==> src/rtl/isg_pkg.sv <==
// Package: shared types and helpers for the issue grouper.
// Assumes the 2-bit class code of the decode stage: 00 address,
// 01 integer, 10 loop, 11 other (steered as integer).
package isg_pkg;

    localparam int NSLOT = 3;          // entries inspected and pipes served
    localparam int CLS_W = 2;          // class code width

    typedef enum logic [1:0] {
        RK_ADDR = 2'd0,
        RK_INT  = 2'd1,
        RK_LOOP = 2'd2
    } isg_rank_e;

    // Map a class code to its pipe rank.
    function automatic isg_rank_e cls_to_rank(input logic [CLS_W-1:0] cls);
        case (cls)
            2'b00:   return RK_ADDR;
            2'b10:   return RK_LOOP;
            default: return RK_INT;
        endcase
    endfunction

endpackage

==> src/rtl/isg_rank_decode.sv <==
// Module: turns each entry's class code into a pipe rank.
// Assumes NSLOT entries packed oldest first.
module isg_rank_decode
    import isg_pkg::*;
#(
    parameter int N = NSLOT
) (
    input  logic [N*CLS_W-1:0] cls,
    output logic [N-1:0][1:0]  rank
);
    for (genvar k = 0; k < N; k++) begin : g_slot
        // Per-slot class to rank conversion.
        always_comb rank[k] = cls_to_rank(cls[k*CLS_W +: CLS_W]);
    end
endmodule

==> src/rtl/isg_group_len.sv <==
// Module: finds the length of the leading run of entries that may
// issue together. Assumes three entries, ranks already decoded.
// A run needs valid entries with strictly rising rank; stall forces 0.
module isg_group_len (
    input  logic            stall,
    input  logic [2:0]      vld,
    input  logic [2:0][1:0] rank,
    output logic [1:0]      len
);
    logic join1;
    logic join2;

    // Decide whether entries 1 and 2 extend the group.
    always_comb begin
        join1 = vld[1] && (rank[1] > rank[0]);
        join2 = join1 && vld[2] && (rank[2] > rank[1]);
    end

    // Count the group, suppressed by stall or an invalid head.
    always_comb begin
        if (stall || !vld[0])
            len = 2'd0;
        else
            len = 2'd1 + {1'b0, join1} + {1'b0, join2};
    end
endmodule

==> src/rtl/isg_steer.sv <==
// Module: routes each grouped entry to the pipe of its rank.
// Assumes the group has strictly rising ranks, so no two grouped
// entries target the same pipe.
module isg_steer #(
    parameter int WORD_W = 32,
    parameter int N      = 3
) (
    input  logic [1:0]          len,
    input  logic [N-1:0][1:0]   rank,
    input  logic [N*WORD_W-1:0] word,
    output logic [N-1:0]        pipe_vld,
    output logic [N*WORD_W-1:0] pipe_word
);
    for (genvar p = 0; p < N; p++) begin : g_pipe
        // Gather the grouped entry, if any, whose rank equals this pipe.
        always_comb begin
            pipe_vld[p]                 = 1'b0;
            pipe_word[p*WORD_W +: WORD_W] = '0;
            for (int k = 0; k < N; k++) begin
                if ((k < int'(len)) && (int'(rank[k]) == p)) begin
                    pipe_vld[p]                   = 1'b1;
                    pipe_word[p*WORD_W +: WORD_W] = word[k*WORD_W +: WORD_W];
                end
            end
        end
    end
endmodule

==> src/rtl/isg_issue_reg.sv <==
// Module: output register stage for pipe valids, words and count.
// Assumes synchronous active-low reset; words are not reset.
module isg_issue_reg #(
    parameter int WORD_W = 32,
    parameter int N      = 3
) (
    input  logic                clk,
    input  logic                rst_n,
    input  logic [N-1:0]        vld_d,
    input  logic [N*WORD_W-1:0] word_d,
    input  logic [1:0]          cnt_d,
    output logic [N-1:0]        vld_q,
    output logic [N*WORD_W-1:0] word_q,
    output logic [1:0]          cnt_q
);
    // Register valids and count with reset.
    always_ff @(posedge clk) begin
        if (!rst_n) begin
            vld_q <= '0;
            cnt_q <= '0;
        end else begin
            vld_q <= vld_d;
            cnt_q <= cnt_d;
        end
    end

    // Register words without reset; qualified by the valids.
    always_ff @(posedge clk) begin
        word_q <= word_d;
    end
endmodule

==> src/rtl/isg_top.sv <==
// Module: three-slot in-order issue grouper. Picks the leading run of
// up to three entries whose ranks rise address, integer, loop, reports
// it as a combinational pop count and issues it registered to the pipes.
// Assumes entries are packed oldest first and settle before each edge.
module isg_top #(
    parameter int WORD_W = 32
) (
    input  logic                clk,
    input  logic                rst_n,
    input  logic                stall,
    input  logic [2:0]          in_vld,
    input  logic [5:0]          in_cls,
    input  logic [3*WORD_W-1:0] in_word,
    output logic [1:0]          pop_cnt,
    output logic                agu_vld,
    output logic [WORD_W-1:0]   agu_word,
    output logic                alu_vld,
    output logic [WORD_W-1:0]   alu_word,
    output logic                lp_vld,
    output logic [WORD_W-1:0]   lp_word,
    output logic [1:0]          issue_cnt
);
    import isg_pkg::*;

    localparam int N = NSLOT;

    logic [N-1:0][1:0]   rank;
    logic [1:0]          len;
    logic [N-1:0]        steer_vld;
    logic [N*WORD_W-1:0] steer_word;
    logic [N-1:0]        q_vld;
    logic [N*WORD_W-1:0] q_word;

    isg_rank_decode #(.N(N)) u_rank (
        .cls  (in_cls),
        .rank (rank)
    );

    isg_group_len u_len (
        .stall (stall),
        .vld   (in_vld),
        .rank  (rank),
        .len   (len)
    );

    isg_steer #(.WORD_W(WORD_W), .N(N)) u_steer (
        .len       (len),
        .rank      (rank),
        .word      (in_word),
        .pipe_vld  (steer_vld),
        .pipe_word (steer_word)
    );

    isg_issue_reg #(.WORD_W(WORD_W), .N(N)) u_reg (
        .clk    (clk),
        .rst_n  (rst_n),
        .vld_d  (steer_vld),
        .word_d (steer_word),
        .cnt_d  (len),
        .vld_q  (q_vld),
        .word_q (q_word),
        .cnt_q  (issue_cnt)
    );

    // Expose the pop count and split the registered pipes by rank.
    always_comb begin
        pop_cnt  = len;
        agu_vld  = q_vld[RK_ADDR];
        alu_vld  = q_vld[RK_INT];
        lp_vld   = q_vld[RK_LOOP];
        agu_word = q_word[int'(RK_ADDR)*WORD_W +: WORD_W];
        alu_word = q_word[int'(RK_INT)*WORD_W +: WORD_W];
        lp_word  = q_word[int'(RK_LOOP)*WORD_W +: WORD_W];
    end
endmodule

==> config.mk <==
export PLATFORM = sky130hd
export DESIGN_NAME = isg_top
export DESIGN_NICKNAME = d
export VERILOG_FILES = /design/src/rtl/isg_pkg.sv /design/src/rtl/isg_rank_decode.sv /design/src/rtl/isg_group_len.sv /design/src/rtl/isg_steer.sv /design/src/rtl/isg_issue_reg.sv /design/src/rtl/isg_top.sv
export SDC_FILE = /design/constraint.sdc
export NUM_CORES = 1
export LEC_CHECK = 0
export CAP_MARGIN = 20
export CORE_ASPECT_RATIO = 0.6
export CORE_MARGIN = 8
export CORE_UTILIZATION = 46
export DETAILED_ROUTE_END_ITERATION = 6
export PLACE_DENSITY = 0.94
export SLEW_MARGIN = 40
export SYNTH_ARGS = -nofsm -noshare
export SYNTH_HDL_FRONTEND = slang
export SYNTH_SLANG_ARGS = --single-unit
==> constraint.sdc <==
create_clock -name clk -period 11.96 [get_ports clk]
set_clock_uncertainty 0.15 [all_clocks]
set_input_delay 2.392 -clock clk [delete_from_list [all_inputs] [get_ports clk]]
set_output_delay 2.392 -clock clk [all_outputs]
set_load 0.02 [all_outputs]
==> impl_metrics.py, run 1 <==
metrics = {
    "synthesis": {
        "yosysMostFrequentCell": "dfxtp_1",
        "synth.net_count": 652,
        "synth-seq-area-share": 0.4106,
        "synth_area_sq_um": 4925,
        "ys_seq_elements": 101,
        "synth_common_cells": "dfxtp_1, o211ai_1, a31oi_1, nand3_1, nor3_1",
        "synth.top_cells.by_area": "dfxtp_1, o211ai_1, a31oi_1, mux2_2, a32o_1",
        "yosys_warnings": 0,
        "synth_edf_count": 0,
        "synth-async-reset-ratio": 0,
        "synth_largest_area_cell": "dfxtp_1",
        "ys.flop_type": "dfxtp_1",
        "syn_avg_cell_area_sq_um": 9.137,
        "ys_types": 29,
        "synth_top_area_frac": 0.4106,
        "synthCells": 539,
    },
    "cts": {
        "numCtsBuffers": 9,
        "ctsHoldBuffers": 0,
        "clockBufferDepth": 2,
        "cts_tree": "built",
        "cts_htree_levels": 3,
        "cts_resized": 0,
        "clock_sinks": 101,
        "post-cts-setup-buffers": 0,
        "cts_root_buf": "clkbuf_16",
        "clk_pin_slew_ps": 70,
    },
    "grt": {
        "grt_max_degree": 67,
        "grt_antenna_before_repair": 0,
        "grt-ovfl-total": 0,
        "track_usage": 0.2693,
        "grt_pass1_vias": 5537,
        "grt_pass1_wl_mm": 30.75,
    },
    "setup_path": {
        "cp-start-kind": "input pin",
        "cp_max_fo": 34,
        "crit_required_ps": 9420,
        "slowest_delay_ps": 740,
        "arrival_ps": 5830,
        "crit_slowest_cell": "clkdlybuf4s50_1",
        "cp_cell_sequence": "clkdlybuf4s50_1 > nand2b_1 > buf_4 > inv_1 > ha_1 > nand2_1 > nand2_1 > or3_1 > ha_1 > nor3b_1 > clkdlybuf4s50_1",
        "end_kind": "primary output",
        "path_buf_inv": 4,
        "path_class": "input pin to primary output",
        "crit_family": "buffers and inverters",
    },
    "cells_and_area": {
        "drive_gt1_frac": 0.09714,
        "finish.utilization": 0.6901,
        "finalNonFillerCells": 839,
        "final_nets": 809,
        "syn_to_final_growth_pct": 46.95,
        "fillCellCount": 780,
        "diodes": 0,
    },
    "floorplanning": {
        "ios": 211,
        "initial_core_util": 0.4696,
        "core_area_sq_um": 10490,
        "rows": 29,
        "dieHeight_microns": 96.15,
        "dieArea_sq_um": 14380,
        "die_x_microns": 149.6,
    },
    "route": {
        "dr.pass1.iters": 7,
        "route.detailed.drc": 0,
        "vias": 5571,
        "viasPerCell": 6.640,
        "wl_per_cell_microns": 24.21,
        "detail_route.iter0.violations": 640,
        "ant_nets": 0,
        "drt-total-wl_mm": 20.31,
    },
    "timing": {
        "slew_headroom": 0.4463,
        "worst_slew_pin_slew_ps": 830.5,
        "finalMaxSlewViolations": 0,
        "fmax_mhz": 119.4,
        "finalCritPeriodShare": 0.7003,
        "hold_viol_final": 0,
        "tns_ps": 0,
        "setup_viol": 0,
        "finalCriticalPeriod_ps": 8375,
        "rsz0062_at_grt": "false",
    },
    "pwr": {
        "vdd_drop_max_uv": 67.69,
        "power.density_nw_per_um2": 109.5,
        "leakage_uw": 0.002457,
    },
    "placed_design": {
        "gp_congestion": 0.9353,
        "io_buffer_count": 210,
        "dp_hpwl_mm": 13.37,
        "dpl.cell_count": 824,
    },
    "flow_run": {
        "max-cap-violations": 0,
    },
    "min_path": {
        "hp-class": "input pin to register",
    },
    "outcome": {
        "outcome": "finished, final reports clean",
    },
}
-- registers in the layout (all words and copies together), names as in the netlist --
| register | flops |
|---|---|
| u_reg.vld_q | 3 |
| u_reg.word_q | 96 |
| u_reg.cnt_q | 2 |
-- cell families (layout without fill, tap and decap cells) --
logic type / count (synthesis) / after routing / share of synthesized area
compound gates: 167 / 167 / 0.2530
mux: 32 / 32 / 0.07317
flops: 101 / 101 / 0.4106
buf+inv: 81 / 242 / 0.08181
simple gates: 153 / 153 / 0.1687
fa+ha+maj: 5 / 5 / 0.01270
-- placed cells by master, fill, tap and decap left out, types with 2 or more instances in the layout --
master	Yosys	final
a31oi_1	64	64
inv_6	0	2
ha_1	5	5
nand3_1	64	64
mux2_2	32	32
nand2_1	4	4
clkinv_4	0	3
nor3_1	64	64
o211ai_1	65	65
a21oi_1	3	3
nor3b_1	2	2
nand2b_1	3	3
a32o_1	32	32
inv_1	6	5
dfxtp_1	101	101
nor4b_4	0	2
nor4bb_4	0	2
a21boi_0	3	3
buf_4	0	11
clkdlybuf4s50_1	0	209
and2_1	2	2
or2_1	2	2
clkbuf_16	0	9
-- layer usage --
metal	track usage	vias up	routed length, microns
met5	0	-	0
met4	0.1061	0	578
met3	0.1019	63	2855
met2	0.4399	468	9143
met1	0.3184	2619	7737
li1	-	2421	-
-- power breakdown --
part | total (uW) | switching, uW | internal [uW]
Clock | 280 | 135 | 144
Combinational | 158 | 83.2 | 75.0
Sequential | 355 | 4.58 | 350
Total | 792 | 223 | 569
-- final timing paths --
check / depth (start not counted) / start / to
worst min-delay path: 3 / in_word[59] / u_reg.word_q[91]$_DFF_P_
worst max-delay path: 11 / in_cls[4] / pop_cnt[0]
-- per-stage QoR --
stage          setup WS [ps]  hold slack, ps  power, uW  instance area [sq um]
2_1_floorplan           4610            2364      426.2                   4925
3_3_place_gp            3851            2885      511.2                   6945
3_5_place_dp            3641            2902      517.1                   6957
4_1_cts                 3629            2531      793.9                   7237
5_1_grt                 3439            2559      818.1                   7237
6_report                3585            2549      792.5                   7237
-- layout make-up --
class	count	area, sq um	share of cell area
Clock buffer	9	225.2	0.03112
Clock inverter	6	55.05	0.007607
Inverter	6	25.02	0.003458
Multi-Input combinational cell	357	2556	0.3532
Sequential cell	101	2022	0.2794
Tap cell	139	173.9	0.02403
Timing Repair Buffer	221	2180	0.3012
No activity file was read; power rests on OpenSTA's default activity.
==> run 2: changes to the inputs <==
CORE_UTILIZATION = 39   (was 46)
PLACE_DENSITY = 0.86   (was 0.94)
clock period = 6.96 ns   (was 11.96 ns; I/O delays follow)
==> run 2 against run 1 <==
  * The run now ends with DRC left
  * Wire length increased by 0.84%
  * Cell area is 0.62% higher
  * First-iteration DRC count is 7.7% lower
  * Flip-flop and latch count unchanged
  * Global-route usage shrank 3.4 points
==> impl_metrics.py, run 2 (synthesis gave the netlist of run 1 again) <==
metrics = {
    "outcome": {
        "outcome": "complete, but fails checks",
        "violations": "DRC",
    },
    "timing": {
        "rsz0062_at_grt": "false",
        "worst_slack_ps": 611.0,
        "slew_headroom": 0.4603,
        "finalCriticalPeriod_ps": 6349,
        "finalCritPeriodShare": 0.9122,
        "setup_viol": 0,
        "whs_ps": 1565,
        "tns_ps": 0,
        "fmax_mhz": 157.5,
        "worst_slew_pin_slew_ps": 809.6,
        "hold_viol_final": 0,
        "finalMaxSlewViolations": 0,
    },
    "route": {
        "detail_route.iter0.violations": 591,
        "ant_nets": 0,
        "wl_per_cell_microns": 23.60,
        "dr.pass1.iters": 7,
        "viasPerCell": 6.384,
        "drt-total-wl_mm": 20.49,
        "vias": 5541,
        "route.detailed.drc": 1,
    },
    "placed_design": {
        "gp_congestion": 0.8580,
        "pre_cts_slack_ps": 670.5,
        "dp_hpwl_mm": 14.01,
        "io_buffer_count": 210,
        "dpl.cell_count": 852,
    },
    "floorplanning": {
        "dieArea_sq_um": 16600,
        "dieHeight_microns": 103.0,
        "core_area_sq_um": 12180,
        "ios": 211,
        "rows": 31,
        "die_x_microns": 161.1,
        "initial_core_util": 0.4044,
    },
    "cells_and_area": {
        "seq_area_sq_um": 2022,
        "fillCellCount": 1003,
        "reg_top3": "u_reg.word_q x96, u_reg.vld_q x3, u_reg.cnt_q x2",
        "regMostFlops": "u_reg.word_q",
        "diodes": 0,
        "multi_input_area_sq_um": 2559,
        "final_nets": 811,
        "syn_to_final_growth_pct": 47.87,
        "finalNonFillerCells": 868,
        "final_cell_mix": "clkdlybuf4s50_1, dfxtp_1, o211ai_1",
        "largest_reg_flops": 96,
        "final_common_cell": "clkdlybuf4s50_1",
        "drive_gt1_frac": 0.1010,
    },
    "grt": {
        "grt_antenna_before_repair": 0,
        "grt_max_degree": 67,
        "grt-ovfl-total": 0,
        "track_usage": 0.2357,
        "grt_pass1_wl_mm": 31.21,
        "grt_pass1_vias": 5513,
    },
    "flow_run": {
        "max-cap-violations": 0,
    },
    "setup_path": {
        "crit_family": "buffers and inverters",
        "cp_cell_sequence": "clkdlybuf4s50_1 > inv_1 > nand2_1 > inv_1 > ha_1 > nor2b_1 > o211ai_1 > or3_1 > ha_1 > nor3b_1 > clkdlybuf4s50_1",
        "slowest_delay_ps": 720,
        "path_buf_inv": 4,
        "crit_slowest_cell": "clkdlybuf4s50_1",
        "end_kind": "primary output",
        "arrival_ps": 4810,
        "cp_max_fo": 6,
        "path_class": "input pin to primary output",
        "crit_required_ps": 5420,
        "cp-start-kind": "input pin",
    },
    "cts": {
        "cts_tree": "built",
        "clock_sinks": 101,
        "numCtsBuffers": 9,
        "cts_root_buf": "clkbuf_16",
        "post-cts-setup-buffers": 0,
        "clk_pin_slew_ps": 70,
        "cts_htree_levels": 3,
        "clockBufferDepth": 2,
        "ctsHoldBuffers": 0,
        "cts_resized": 0,
    },
    "min_path": {
        "hp-class": "input pin to register",
        "hold_start": "in_word[48]",
        "whs_path_depth": 3,
        "whs_endpoint": "u_reg.word_q[16]$_DFF_P_",
    },
    "pwr": {
        "vdd_drop_max_uv": 98.92,
        "leakage_uw": 0.002460,
        "p_seq_frac": 0.449,
        "p_sw_uw": 381.9,
        "power_frac_comb": 0.200,
        "sw_frac_of_total": 0.2811,
        "clock_power_share": 0.351,
        "power.density_nw_per_um2": 186.6,
        "intPower_uw": 976.7,
    },
}
run 2: changes by cell type in the layout (fill, tap and decap cells not counted), sizes merged:
cell	previous run	this run
clkbuf	9	10
clkinv	3	2
inv	9	8
clkinvlp	0	2
buf	12	14
run 2: through the flow:
stage,area [sq um],total power [uW],util
2_1_floorplan,4925,732.4,-
3_3_place_gp,6988,879.9,0.5738
3_5_place_dp,7007,890.1,0.5753
4_1_cts,7282,1361,0.5979
5_1_grt,7282,1402,0.5979
6_report,7282,1359,0.5979
run 2: area by class of cell:
type / count / area share
clock buffers: 10 / 0.03144
well taps: 165 / 0.02835
clock inverters: 6 / 0.006357
multi-input cells: 357 / 0.3514
repair buffers: 223 / 0.3014
flip-flops and latches: 101 / 0.2777
inverters: 6 / 0.003436
run 2: worst max path at each step:
| stage | depth (start not counted) | end | slack (ps) | from |
|---|---|---|---|---|
| CTS | 11 | pop_cnt[0] | 640 | in_cls[2] |
| global placement | 11 | pop_cnt[0] | 960 | in_cls[2] |
| detailed placement | 11 | pop_cnt[0] | 670 | in_cls[2] |
| finish | 11 | pop_cnt[0] | 610 | in_cls[2] |
| global route | 11 | pop_cnt[0] | 500 | in_cls[2] |
| floorplan | 10 | pop_cnt[0] | 1610 | in_cls[3] |
run 2: power by group through the flow:
stage / Clock [uW] / Combinational, uW / Sequential (uW)
global route: 505 / 285 / 612
finish: 476 / 272 / 610
floorplan: 0 / 80.1 / 652
detailed placement: 0 / 266 / 624
CTS: 483 / 268 / 611
global placement: 0 / 257 / 623
run 2: metal layers:
metal	wire length (microns)	track usage	part of all wire	vias up
met1	8201	0.2900	0.40	2574
met5	0	0	0	-
li1	-	-	-	2415
met3	2778	0.08573	0.14	39
met2	9238	0.3856	0.45	513
met4	266	0.06440	0.013	0
==> run 3: changes to the inputs <==
CAP_MARGIN = 40   (was 20)
==> results of run 3 <==
The final DEF is identical to that of run 2; final timing and power are the same.
